## src/rtl/dram_rt_pkg.sv

```systemverilog
package dram_rt_pkg;

  // Register select codes on the bus port
  typedef enum logic [1:0] {
    RA_CTRL  = 2'd0,
    RA_STAT  = 2'd1,
    RA_COUNT = 2'd2,
    RA_CONST = 2'd3
  } reg_addr_e;

  // Widest divisor is 4096, so the prescaler needs 12 bits
  localparam int unsigned PRE_W    = 12;
  localparam int unsigned SEL_W    = 3;
  localparam int unsigned FLAG_BIT = 7;
  localparam int unsigned SEL_LO   = 3;
  localparam int unsigned SEL_HI   = SEL_LO + SEL_W - 1;
  localparam int unsigned EN_BIT   = 0;

  // Low-bit mask whose all-ones state marks one prescaled tick
  function automatic logic [PRE_W-1:0] div_mask(input logic [SEL_W-1:0] code);
    logic [PRE_W-1:0] m;
    case (code)
      3'd1:    m = PRE_W'(12'h001);
      3'd2:    m = PRE_W'(12'h007);
      3'd3:    m = PRE_W'(12'h01F);
      3'd4:    m = PRE_W'(12'h07F);
      3'd5:    m = PRE_W'(12'h1FF);
      3'd6:    m = PRE_W'(12'h7FF);
      3'd7:    m = PRE_W'(12'hFFF);
      default: m = '0;
    endcase
    return m;
  endfunction

endpackage

```

## src/rtl/rt_prescaler.sv

```systemverilog
module rt_prescaler
  import dram_rt_pkg::*;
#(
  parameter int unsigned WIDTH = PRE_W
) (
  input  logic             clk,
  input  logic             rst_n,
  input  logic             clear,
  input  logic             hold,
  input  logic [SEL_W-1:0] code,
  output logic             tick
);

  logic [WIDTH-1:0] pre_q;
  logic [WIDTH-1:0] mask;
  logic             running;

  assign mask    = WIDTH'(div_mask(code));
  assign running = (code != '0) && !clear && !hold;
  assign tick    = running && ((pre_q & mask) == mask);

  always_ff @(posedge clk or negedge rst_n) begin
    if (!rst_n) begin
      pre_q <= '0;
    end else if (clear) begin
      pre_q <= '0;
    end else if (!hold) begin
      pre_q <= pre_q + 1'b1;
    end
  end

endmodule

```

## src/rtl/rt_counter.sv

```systemverilog
module rt_counter #(
  parameter int unsigned CNT_W = 8
) (
  input  logic             clk,
  input  logic             rst_n,
  input  logic             clear,
  input  logic             tick,
  input  logic             load,
  input  logic [CNT_W-1:0] load_val,
  input  logic [CNT_W-1:0] limit,
  output logic [CNT_W-1:0] count,
  output logic             hit
);

  logic [CNT_W-1:0] cnt_q;
  logic [CNT_W-1:0] cnt_next;
  logic             at_limit;

  assign at_limit = (cnt_q == limit);
  assign cnt_next = at_limit ? '0 : cnt_q + 1'b1;
  // A match event is the tick that brings the counter onto the limit
  assign hit      = tick && !clear && !load && (cnt_next == limit);
  assign count    = cnt_q;

  always_ff @(posedge clk or negedge rst_n) begin
    if (!rst_n) begin
      cnt_q <= '0;
    end else if (clear) begin
      cnt_q <= '0;
    end else if (load) begin
      cnt_q <= load_val;
    end else if (tick) begin
      cnt_q <= cnt_next;
    end
  end

endmodule

```

## src/rtl/rt_regs.sv

```systemverilog
module rt_regs
  import dram_rt_pkg::*;
#(
  parameter int unsigned CNT_W = 8
) (
  input  logic             clk,
  input  logic             rst_n,
  input  logic [1:0]       reg_sel,
  input  logic             wr_en,
  input  logic [CNT_W-1:0] wr_data,
  input  logic             rd_en,
  input  logic             hit,
  input  logic             standby_any,
  input  logic [CNT_W-1:0] count,
  output logic [CNT_W-1:0] rd_data,
  output logic [CNT_W-1:0] limit,
  output logic [SEL_W-1:0] div_code,
  output logic             refresh_en,
  output logic             flag,
  output logic             req
);

  logic             en_q;
  logic [SEL_W-1:0] sel_q;
  logic [CNT_W-1:0] const_q;
  logic             flag_q;
  logic             arm_q;
  logic             skip_q;
  logic             req_q;
  logic             wr_ctrl;
  logic             wr_stat;
  logic             wr_const;
  logic             rd_stat;
  logic             clr_req;

  assign wr_ctrl  = wr_en && (reg_sel == RA_CTRL);
  assign wr_stat  = wr_en && (reg_sel == RA_STAT);
  assign wr_const = wr_en && (reg_sel == RA_CONST);
  assign rd_stat  = rd_en && (reg_sel == RA_STAT);
  assign clr_req  = wr_stat && !wr_data[FLAG_BIT] && arm_q;

  // Configuration registers: untouched by either standby state
  always_ff @(posedge clk or negedge rst_n) begin
    if (!rst_n) begin
      en_q    <= 1'b0;
      sel_q   <= '0;
      const_q <= '0;
    end else begin
      if (wr_ctrl)  en_q    <= wr_data[EN_BIT];
      if (wr_stat)  sel_q   <= wr_data[SEL_HI:SEL_LO];
      if (wr_const) const_q <= wr_data;
    end
  end

  // Flag with read-then-write-zero clear; a new match beats a clear
  always_ff @(posedge clk or negedge rst_n) begin
    if (!rst_n) begin
      flag_q <= 1'b0;
      arm_q  <= 1'b0;
    end else begin
      if (hit) begin
        flag_q <= 1'b1;
      end else if (clr_req) begin
        flag_q <= 1'b0;
      end
      if (wr_stat) begin
        arm_q <= 1'b0;
      end else if (rd_stat && flag_q) begin
        arm_q <= 1'b1;
      end
    end
  end

  // Skip latch: armed by reset and by any standby, spent by a match
  always_ff @(posedge clk or negedge rst_n) begin
    if (!rst_n) begin
      skip_q <= 1'b1;
      req_q  <= 1'b0;
    end else begin
      if (standby_any) begin
        skip_q <= 1'b1;
      end else if (hit) begin
        skip_q <= 1'b0;
      end
      req_q <= hit && en_q && !skip_q && !standby_any;
    end
  end

  always_comb begin
    rd_data = '0;
    case (reg_sel)
      RA_CTRL:  rd_data[EN_BIT] = en_q;
      RA_STAT: begin
        rd_data[FLAG_BIT]      = flag_q;
        rd_data[SEL_HI:SEL_LO] = sel_q;
      end
      RA_COUNT: rd_data = count;
      default:  rd_data = const_q;
    endcase
  end

  assign limit      = const_q;
  assign div_code   = sel_q;
  assign refresh_en = en_q;
  assign flag       = flag_q;
  assign req        = req_q;

endmodule

```

## src/rtl/dram_refresh_timer.sv

```systemverilog
module dram_refresh_timer
  import dram_rt_pkg::*;
#(
  parameter int unsigned CNT_W = 8
) (
  input  logic             clk,
  input  logic             rst_n,
  input  logic             sleep_mode,
  input  logic             sw_standby,
  input  logic             hw_standby,
  input  logic [1:0]       reg_sel,
  input  logic             wr_en,
  input  logic [CNT_W-1:0] wr_data,
  input  logic             rd_en,
  output logic [CNT_W-1:0] rd_data,
  output logic             refresh_req,
  output logic             match_flag
);

  logic             tick;
  logic             hit;
  logic             standby_any;
  logic             cnt_load;
  logic [CNT_W-1:0] cnt_val;
  logic [CNT_W-1:0] const_val;
  logic [SEL_W-1:0] div_code;
  logic             refresh_en;

  // Sleep is deliberately absent here: the timer runs through it.
  assign standby_any = sw_standby || hw_standby;
  assign cnt_load    = wr_en && (reg_sel == RA_COUNT);

  rt_prescaler #(.WIDTH(PRE_W)) u_pre (
    .clk   (clk),
    .rst_n (rst_n),
    .clear (sw_standby),
    .hold  (hw_standby),
    .code  (div_code),
    .tick  (tick)
  );

  rt_counter #(.CNT_W(CNT_W)) u_cnt (
    .clk      (clk),
    .rst_n    (rst_n),
    .clear    (sw_standby),
    .tick     (tick),
    .load     (cnt_load),
    .load_val (wr_data),
    .limit    (const_val),
    .count    (cnt_val),
    .hit      (hit)
  );

  rt_regs #(.CNT_W(CNT_W)) u_regs (
    .clk         (clk),
    .rst_n       (rst_n),
    .reg_sel     (reg_sel),
    .wr_en       (wr_en),
    .wr_data     (wr_data),
    .rd_en       (rd_en),
    .hit         (hit),
    .standby_any (standby_any),
    .count       (cnt_val),
    .rd_data     (rd_data),
    .limit       (const_val),
    .div_code    (div_code),
    .refresh_en  (refresh_en),
    .flag        (match_flag),
    .req         (refresh_req)
  );

endmodule

```

## config.mk

```make
export PLATFORM = sky130hd
export DESIGN_NAME = dram_refresh_timer
export DESIGN_NICKNAME = d
export VERILOG_FILES = /design/src/rtl/dram_rt_pkg.sv /design/src/rtl/rt_prescaler.sv /design/src/rtl/rt_counter.sv /design/src/rtl/rt_regs.sv /design/src/rtl/dram_refresh_timer.sv
export SDC_FILE = /design/constraint.sdc
export NUM_CORES = 1
export LEC_CHECK = 0
export BUFFER_PORTS_ARGS = -buffer_cell sky130_fd_sc_hd__buf_2
export CAP_MARGIN = 40
export CORE_ASPECT_RATIO = 1.5
export CORE_MARGIN = 2
export CORE_UTILIZATION = 30
export CTS_BUF_LIST = sky130_fd_sc_hd__clkbuf_8
export DETAILED_ROUTE_END_ITERATION = 8
export SLEW_MARGIN = 20
export SYNTH_ARGS = -nofsm -noshare
export SYNTH_HDL_FRONTEND = slang
export SYNTH_SLANG_ARGS = --single-unit
```

## constraint.sdc

```tcl
create_clock -name clk -period 1.9 [get_ports clk]
set_input_delay 0.38 -clock clk [delete_from_list [all_inputs] [get_ports clk]]
set_output_delay 0.38 -clock clk [all_outputs]
set_load 0.005 [all_outputs]
```

==> results.yml, run 1 <==
run_status:
  status: "finished, violations left"
  violations: "setup timing"
synthesis:
  synth-main-ff-cell: "dfrtp_1"
  synth_enable_flop_cells: 0
  syn_area_per_cell_um2: 9.22
  synthesis.area_um2: 2290
  synthArstFlopShare_pct: 100
  yosysWarnings: 0
  ys_seq_elements: 36
  synth_cells: 248
  ys_types: 48
  syn_nets: 267
  yosysSeqAreaShare_pct: 39.5
timing:
  slew_violations: 0
  setup_viol: 10
  worst_pin_slew_ns: 0.480
  period_share_pct: 107
  clock_skew_ns: 0.0122
  setup_slack_ns: -0.140
  finalHoldViolations: 0
  max_freq_mhz: 490
  holdWs_ns: 0.132
  period_needed_ns: 2.04
  slew_headroom_pct: 68.0
  rsz0062_at_grt: "true"
clock_tree:
  htreeDepth: 2
  clockBufferDepth: 2
  cts.clk_slew.worst_paths_ns: 0.07
  numClockSinks: 36
  cts_hold_buf: 0
  cts_root_buffer: "clkbuf_8"
  clock_latency_ns: 0.29
  numCtsBuffers: 5
  cts_tree: "done"
critical_path:
  cp.arrival_ns: 2.24
  timing.rr.start: "u_regs.div_code[1]"
  critPathSlowestCell: "dfrtp_1"
  critPathMaxFanout: 5
  reg2regPathDepth: 6
  crit_start: "u_regs.div_code[1]"
  slowest_delay_ns: 0.43
  worstSetupEndpointType: "flip-flop"
  endpoint: "u_cnt.count[2]"
  crit_chain: "a21o_1, a221oi_2, o2111ai_2, or2_4, or3b_4, a311oi_2"
  cp.buffers_inverters: 0
  cp.depth: 6
  cp_top_family: "compound AO/OA/AOI/OAI gates"
  r2r_end: "u_cnt.count[2]"
  crit_type: "flip-flop to flip-flop"
  required_ns: 2.10
  r2r_slack_ns: -0.14
  cp-start-kind: "flip-flop"
global_route:
  grt_use_met3_pct: 3.09
  busiest_layer: "met2"
  track_usage_pct: 15.3
  antenna_found_initial: 0
  use_met2_pct: 26.5
  grt_overflow_total: 0
  grt_pass1_vias: 2133
  grt_pass1_wl_mm: 9.96
  grt_use_met1_pct: 18.3
  grt_max_degree: 37
layout:
  nNetsFinal: 336
  diodes: 0
  area_growth_pct: 33.4
  final_common_cell: "buf_4"
  drive_above_1_share_pct: 34.3
  most-common-layout-cells: "buf_4 (48), dfrtp_1 (32), nor2_1 (27)"
routing:
  routed_via_density: 4.83
  finalWirelength_mm: 5.92
  ant_nets: 0
  drt-initial-drc-count: 101
  drc_errors: 0
  wl_per_cell_um: 14.1
  drt-pass1-iter-count: 4
  vias: 2028
die:
  start_util_pct: 30.4
  boundaryPins: 27
  die_area_um2: 8350
  placementRows: 39
  die_w_um: 75.3
  core_um2: 7510
  fp.dieH_um: 111
placed_design:
  gp_congestion: 0.863
  pre_cts_slack_ns: -0.219
  place_hpwl_mm: 4.39
  io_buffers: 25
power:
  p_leak_nw: 1.33
  powerDensity_nw_per_um2: 649
  ir_drop_mv: 0.528
worst_hold_path:
  hold_path.class: "primary input to async pin"
flow_run:
  maxCapViolations: 0
layout make-up:
cell class              count  area [um2]
multi-input cells         193        1390
repair buffers             77         531
clock buffers               5        68.8
well taps                 102         128
fillers                   784        4470
flip-flops and latches     36         906
inverters                   4        15.0
clock inverters             3        12.5
worst min-delay path by stage:
stage	start	to	slack, ns	cells past startpoint
5_1_grt	rst_n	u_regs.limit[0]	0.17	2
3_5_place_dp	rst_n	u_pre.pre_q[1]	0.46	2
2_1_floorplan	rst_n	u_cnt.count[0]	0.08	0
3_3_place_gp	rst_n	u_pre.pre_q[1]	0.45	2
6_report	rst_n	u_regs.limit[7]	0.13	2
4_1_cts	rst_n	u_regs.limit[0]	0.14	2
state kept, by name, indices dropped and copies added (netlist names):
signal and cells:
u_regs.arm_q 1, u_regs.skip_q 1, u_regs.div_code 3, u_regs.refresh_en 1, u_regs.req 1, u_pre.pre_q 12
u_regs.limit 8, u_regs.flag 1, u_cnt.count 8
where the power goes:
| part | leakage, nW | switching, mW | internal [mW] |
|---|---|---|---|
| Sequential | 0.464 | 0.0535 | 0.830 |
| Combinational | 0.811 | 0.275 | 0.300 |
| Clock | 0.0505 | 0.273 | 0.247 |
| Total | 1.33 | 0.602 | 1.38 |
metal layers:
metal	wire [um]	part of all wire (%)
met5	0	0
met4	105	1.8
met3	214	3.6
met2	3110	53
met1	2490	42
cell families (layout without fill, tap and decap cells):
family / count (synthesis) / after routing / synth area share [%]
adder cells (fa/ha/maj): 2 / 2 / 1.09
XOR/XNOR: 26 / 26 / 9.96
buffers and inverters: 19 / 89 / 3.56
AO/OA/AOI/OAI: 44 / 44 / 14.2
flip-flops: 36 / 36 / 39.5
AND/OR/NAND/NOR: 101 / 101 / 22.1
multiplexers: 20 / 20 / 9.63
repair_timing:
item	CTS	global route
setup buffers	2	2
pin swaps	0	6
hold endpoints to repair	0	0
setup endpoints to repair	12	13
resized for setup	11	13
cells in the mapped netlist, drive strengths merged, types with 6 or more instances:
master | instances | area, um2
dfrtp | 35 | 876
o21ai | 12 | 60.1
mux2 | 16 | 180
buf | 9 | 43.8
nor2 | 29 | 111
nor3 | 7 | 35.0
xor2 | 12 | 105
xnor2 | 14 | 123
nor2b | 7 | 43.8
or3 | 7 | 43.8
nand3 | 13 | 65.1
nand2 | 21 | 78.8
clkbuf | 6 | 22.5
worst reg2reg max path, delay by kind of cell (launching register included):
| kind | cells | cell delay [ns] |
|---|---|---|
| DFF | 1 | 0.43 |
| and+or+nand+nor | 2 | 0.66 |
| AOI/OAI and AO/OA | 4 | 0.86 |
metrics by stage:
step	std cells	TNS [ns]	instance area, um2	total power, mW	utilization (%)
6_report	420	-0.810	3050	1.98	40.6
2_1_floorplan	248	-0.0602	2290	1.18	-
3_3_place_gp	409	-0.790	2840	1.43	37.8
4_1_cts	419	-1.18	2990	1.99	39.8
5_1_grt	420	-1.85	3050	2.10	40.6
3_5_place_dp	409	-1.35	2840	1.44	37.8
(Power assumes the default switching activity.)
==> run 2, diff against run 1 <==
SYNTH_HIERARCHICAL = 1   (was not set)
==> run 2 against run 1 <==
Compared with the run above: the flow still finishes with violations (setup timing); sequential power up 1%; synthesized area up 5.5%; synthesized cell count down 0.40%; final area up 8.6%; clock skew down 0.0033 ns; die area up 5.3%; sequential share of layout area down 2.4 points; critical path depth up 2; non-clock buffer count up 6; cell count up 1.9%; clock power up 28%; combinational power up 10%.
==> results.yml, run 2 <==
run_status:
  status: "finished, violations left"
  violations: "setup timing"
power:
  ir_drop_mv: 0.542
  powerDensity_nw_per_um2: 663
  p_int_mw: 1.55
  p_comb_share_pct: 28.9
  seqPwrFrac_pct: 40.8
  p_leak_nw: 1.42
  clock_power_share_pct: 30.3
  swShare_pct: 29.4
  switchingPower_mw: 0.644
layout:
  area_growth_pct: 37.2
  most-common-layout-cells: "buf_4 (53), dfrtp_1 (33), buf_2 (25)"
  fillCellCount: 821
  diodes: 0
  top_register: "u_pre/pre_q"
  nNetsFinal: 341
  instances_no_fill: 428
  fin_area_um2: 3310
  final_common_cell: "buf_4"
  largest_reg_flops: 12
  drive_above_1_share_pct: 46.1
clock_tree:
  clock_latency_ns: 0.29
  cts_root_buffer: "clkbuf_8"
  numClockSinks: 36
  cts.clk_slew.worst_paths_ns: 0.08
  htreeDepth: 2
  numCtsBuffers: 5
  clockBufferDepth: 2
  cts_tree: "done"
die:
  placementRows: 40
  boundaryPins: 27
  core_um2: 7910
  start_util_pct: 30.5
  fp.dieH_um: 114
  die_area_um2: 8790
  die_w_um: 77.2
timing:
  clock_skew_ns: 0.00887
  worst_pin_slew_ns: 0.475
  period_needed_ns: 2.29
  fin_tns_setup_ns: -1.27
  slew_headroom_pct: 68.3
  finalHoldViolations: 0
  rsz0062_at_grt: "true"
  period_share_pct: 120
  setup_slack_ns: -0.386
  max_freq_mhz: 437
  slew_violations: 0
  holdWs_ns: 0.117
  setup_viol: 6
critical_path:
  crit_type: "flip-flop to flip-flop"
  required_ns: 2.14
  critPathMaxFanout: 5
  cp.arrival_ns: 2.52
  worstSetupEndpointType: "flip-flop"
  cp-start-kind: "flip-flop"
routing:
  drc_errors: 0
  wl_per_cell_um: 15.9
  finalWirelength_mm: 6.81
  ant_nets: 0
  drt-pass1-iter-count: 4
  routed_via_density: 5.29
  vias: 2262
  drt-initial-drc-count: 172
synthesis:
  yosysWarnings: 6
  syn_nets: 266
  synth.area.top_cells: "dfrtp_1 (36%), mux2_2 (8.9%), xnor2_1 (4.7%), nor2_1 (3.9%), mux2i_1 (3.3%)"
  synth-main-ff-cell: "dfrtp_1"
  synthesis.area_um2: 2410
  ys_seq_elements: 36
  syn_area_per_cell_um2: 9.77
  ys_types: 59
  synth_top_cell_by_area: "dfrtp_1"
  synthArstFlopShare_pct: 100
  synth.top_cell.area_share_pct: 36.3
  synth_cells: 247
  synthTopCellsByCount: "dfrtp_1 (35), nor2_1 (25), mux2_2 (19), xnor2_1 (13), nor2b_1 (11)"
  synth_enable_flop_cells: 0
  yosysSeqAreaShare_pct: 37.4
  post-synth-top-count-cell: "dfrtp_1"
worst_hold_path:
  hold_path.class: "primary input to async pin"
global_route:
  grt_pass1_wl_mm: 11.3
  grt_max_degree: 37
  track_usage_pct: 16.1
  grt_pass1_vias: 2381
  antenna_found_initial: 0
  grt_overflow_total: 0
placed_design:
  place_hpwl_mm: 5.10
  gp_congestion: 0.929
  placed_area_um2: 3010
  io_buffers: 25
  dp_cells: 414
flow_run:
  maxCapViolations: 0
-- run 2: cell types whose count changed after synthesis, sizes merged, moves of 4 or more --
cell,delta
a211oi,+6
a311oi,-4
nor2b,+5
mux2,+4
mux2i,+4
xor2,-7
nand2,-14
or3,-5
or4,+6
-- run 2: metrics by stage --
stage                     utilization (%)  total power, mW  worst slack [ns]
after floorplan                         -             1.21            -0.339
after global routing                 41.9             2.31            -0.545
after CTS                            40.1             2.16            -0.493
after global placement               38.0             1.47            -0.511
final                                41.9             2.19            -0.386
after detailed placement             38.0             1.48            -0.564
-- run 2: cell families (layout without fill, tap and decap cells) --
family	count (synthesis)	after routing	share of synthesized area [%]
AND/OR/NAND/NOR	96	96	23.8
AO/OA/AOI/OAI	48	48	14.2
flip-flops	36	36	37.4
multiplexers	28	28	12.7
buffers and inverters	19	95	4.36
XOR/XNOR	18	18	6.54
adder cells (fa/ha/maj)	2	2	1.04
-- run 2: critical path, cell delays in order, from the launching register on --
cell,delay (ns)
dfrtp_2,0.46
and3_4,0.20
and3_4,0.18
or3_1,0.32
a311oi_2,0.24
a41oi_2,0.09
a2111oi_4,0.44
or3b_4,0.20
o22a_1,0.11
-- run 2: path summary, 6_finish.rpt --
kind,from,depth (start not counted),to,slack [ns]
worst max-delay path,u_cnt/count[0],8,u_regs/flag,-0.39
worst min-delay path,rst_n,2,u_regs/arm_q,0.12
worst max register to register,u_cnt/count[0],8,u_regs/flag,-0.39
worst min register to register,u_regs/arm_q,1,u_regs/arm_q,0.51
max in group asynchronous,rst_n,2,u_cnt/count[1],1.41
min in group clk,wr_data[6],2,u_regs/limit[6],0.33
-- run 2: metal layers --
metal  GRT usage (%)  share of wire [%]  vias to the layer above
met3            2.45                2.9                       22
met1            17.1                 37                     1119
met5               0                  0                        -
met2            30.3                 56                       52
li1                -                  -                     1069
met4            8.57                4.5                        0
-- run 2: power by group through the flow --
stage / Sequential, mW / Clock (mW) / Combinational (mW)
floorplan: 0.910 / 0 / 0.302
global placement: 0.899 / 0 / 0.574
detailed placement: 0.901 / 0 / 0.581
CTS: 0.888 / 0.683 / 0.592
global route: 0.904 / 0.711 / 0.690
finish: 0.894 / 0.666 / 0.635
-- run 2: final cells by class --
class | instances | area (um2) | share of cell area, %
clock buffer | 5 | 68.8 | 2.08
clock inverter | 3 | 38.8 | 1.17
inverter | 4 | 15.0 | 0.454
multi-input combinational | 192 | 1570 | 47.5
sequential | 36 | 905 | 27.3
tap | 105 | 131 | 3.97
timing repair buffer | 83 | 579 | 17.5
-- run 2: repair_timing --
item / in CTS / in global routing
endpoints found under the setup margin: 9 / 12
gates resized for setup: 7 / 29
setup buffers: 3 / 6
cloned: 0 / 0
hold buffers: 0 / 0
pin swaps: 4 / 16
==> run 3, diff against run 2 <==
BUFFER_PORTS_ARGS = not set   (was -buffer_cell sky130_fd_sc_hd__buf_2)
DONT_BUFFER_PORTS = 1   (was not set)
clock period = 2.6 ns   (was 1.9 ns; I/O delays follow)
==> run 3 against run 2 <==
Compared with the run above: count of clock-buffer cells in the layout is the same; critical path type unchanged; global-route usage decreased by 1.6 points; cell count decreased by 14%; utilization shrank 7.3 points; final area is 17% lower; wire length fell by 11%; via count fell by 15%; first-iteration DRC count is 34% lower; the run now ends clean; power fell by 38%; non-clock buffer count fell by 61.
==> results.yml, run 3 (synthesis results as in run 2) <==
power:
  power.total_mw: 1.36
  powerDensity_nw_per_um2: 498
  p_comb_share_pct: 23.9
  clock_power_share_pct: 28.0
  p_int_mw: 0.958
  swShare_pct: 29.6
  seqPwrFrac_pct: 48.2
  ir_drop_mv: 0.285
  switchingPower_mw: 0.403
  p_leak_nw: 1.07
critical_path:
  cp-start-kind: "flip-flop"
  critPathMaxFanout: 6
  r2r_end: "u_regs/flag"
  crit_chain: "ha_1, and3_1, nand3_1, xor2_1, nor2_1, xor2_1, a2111oi_4, or3b_2, o22a_1"
  slowest_delay_ns: 0.48
  cp_top_family: "simple AND/OR/NAND/NOR gates"
  critPathSlowestCell: "or3b_2"
  cp.buffers_inverters: 0
  reg2regPathDepth: 9
  timing.rr.start: "u_cnt/count[1]"
  crit_top_cell: "xor2_1"
  required_ns: 2.79
  cp.arrival_ns: 2.62
  worstSetupEndpointType: "flip-flop"
  crit_type: "flip-flop to flip-flop"
  r2r_slack_ns: 0.17
placed_design:
  gp_congestion: 0.927
  dp_cells: 358
  placed_area_um2: 2630
  place_hpwl_mm: 4.55
  pre_cts_slack_ns: 0.0318
  io_buffers: 0
timing:
  setup_slack_ns: 0.169
  setup_viol: 0
  period_share_pct: 93.5
  slew_violations: 0
  rsz0062_at_grt: "false"
  finalHoldViolations: 0
  fin_tns_setup_ns: 0
  clock_skew_ns: 0.0123
  holdWs_ns: 0.0469
  worst_pin_slew_ns: 0.377
  slew_headroom_pct: 74.7
  period_needed_ns: 2.43
  max_freq_mhz: 411
routing:
  ant_nets: 0
  drt-initial-drc-count: 114
  wl_per_cell_um: 16.5
  drc_errors: 0
  routed_via_density: 5.25
  vias: 1927
  finalWirelength_mm: 6.06
  drt-pass1-iter-count: 4
flow_run:
  maxCapViolations: 0
layout:
  fin_area_um2: 2740
  fin_util_pct: 34.6
  diodes: 0
  area_growth_pct: 13.4
  drive_above_1_share_pct: 24.4
  nNetsFinal: 280
  largest_reg_flops: 12
  instances_no_fill: 367
  top_register: "u_pre/pre_q"
  final_common_cell: "dfrtp_1"
  most-common-layout-cells: "dfrtp_1 (33), nor2_1 (25), buf_4 (21)"
die:
  die_w_um: 77.2
  placementRows: 40
  boundaryPins: 27
  die_area_um2: 8790
  core_um2: 7910
  start_util_pct: 30.5
  fp.dieH_um: 114
clock_tree:
  htreeDepth: 2
  numClockSinks: 36
  numCtsBuffers: 5
  cts_tree: "done"
  cts.clk_slew.worst_paths_ns: 0.08
  cts_root_buffer: "clkbuf_8"
  clockBufferDepth: 2
  clock_latency_ns: 0.30
global_route:
  track_usage_pct: 14.5
  grt_max_degree: 36
  antenna_found_initial: 0
  grt_overflow_total: 0
  grt_pass1_vias: 1993
  grt_pass1_wl_mm: 9.95
run_status:
  status: "finished clean"
worst_hold_path:
  hold_path.class: "primary input to async pin"
==> run 3: cell types whose count changed in the layout (fill, tap and decap cells not counted), moves of 3 or more <==
cell	change
a221oi_2	-4
xnor2_2	-3
xnor2_1	+3
buf_2	-25
buf_4	-32
o21ai_0	+3
a221oi_1	+4
buf_6	-5
==> run 3: routing by layer <==
layer	vias to the layer above	part of all wire (%)	global-route usage (%)	routed length (um)
li1	950	-	-	-
met1	947	38	14.9	2290
met2	21	58	28.5	3500
met3	9	2.3	2.06	138
met4	0	2.2	6.43	133
met5	-	0	0	0
==> run 3: power by group through the flow <==
| stage | clock, mW | combinational (mW) | sequential [mW] |
|---|---|---|---|
| floorplan | 0 | 0.217 | 0.664 |
| global route | 0.414 | 0.355 | 0.662 |
| global placement | 0 | 0.305 | 0.665 |
| CTS | 0.395 | 0.327 | 0.655 |
| detailed placement | 0 | 0.310 | 0.666 |
| finish | 0.381 | 0.325 | 0.656 |
==> run 3: repair_timing <==
item / in CTS / in global routing
setup buffers: 0 / 0
hold buffers: 1 / 0
hold endpoints to repair: 35 / 0
gates resized for setup: 0 / 4
setup endpoints to repair: 0 / 1
==> run 3: area by class of cell <==
| type | instances | area, um2 |
|---|---|---|
| clock buffer | 5 | 68.8 |
| clock inverter | 3 | 12.5 |
| fill | 870 | 5170 |
| inverter | 4 | 15.0 |
| multi-input combinational | 192 | 1430 |
| sequential | 36 | 905 |
| tap | 105 | 131 |
| timing repair buffer | 22 | 178 |
==> run 3: how the worst max path moves through the flow <==
stage                    startpoint  cells past startpoint  slack (ns)     endpoint
finish               u_cnt/count[1]                      9        0.17  u_regs/flag
global route         u_cnt/count[0]                      9        0.03  u_regs/flag
CTS                 u_regs/limit[7]                      9        0.04  u_regs/flag
detailed placement       sw_standby                      9        0.03  u_regs/flag
global placement         sw_standby                      9        0.07  u_regs/flag
floorplan                sw_standby                     10        0.04  u_regs/flag
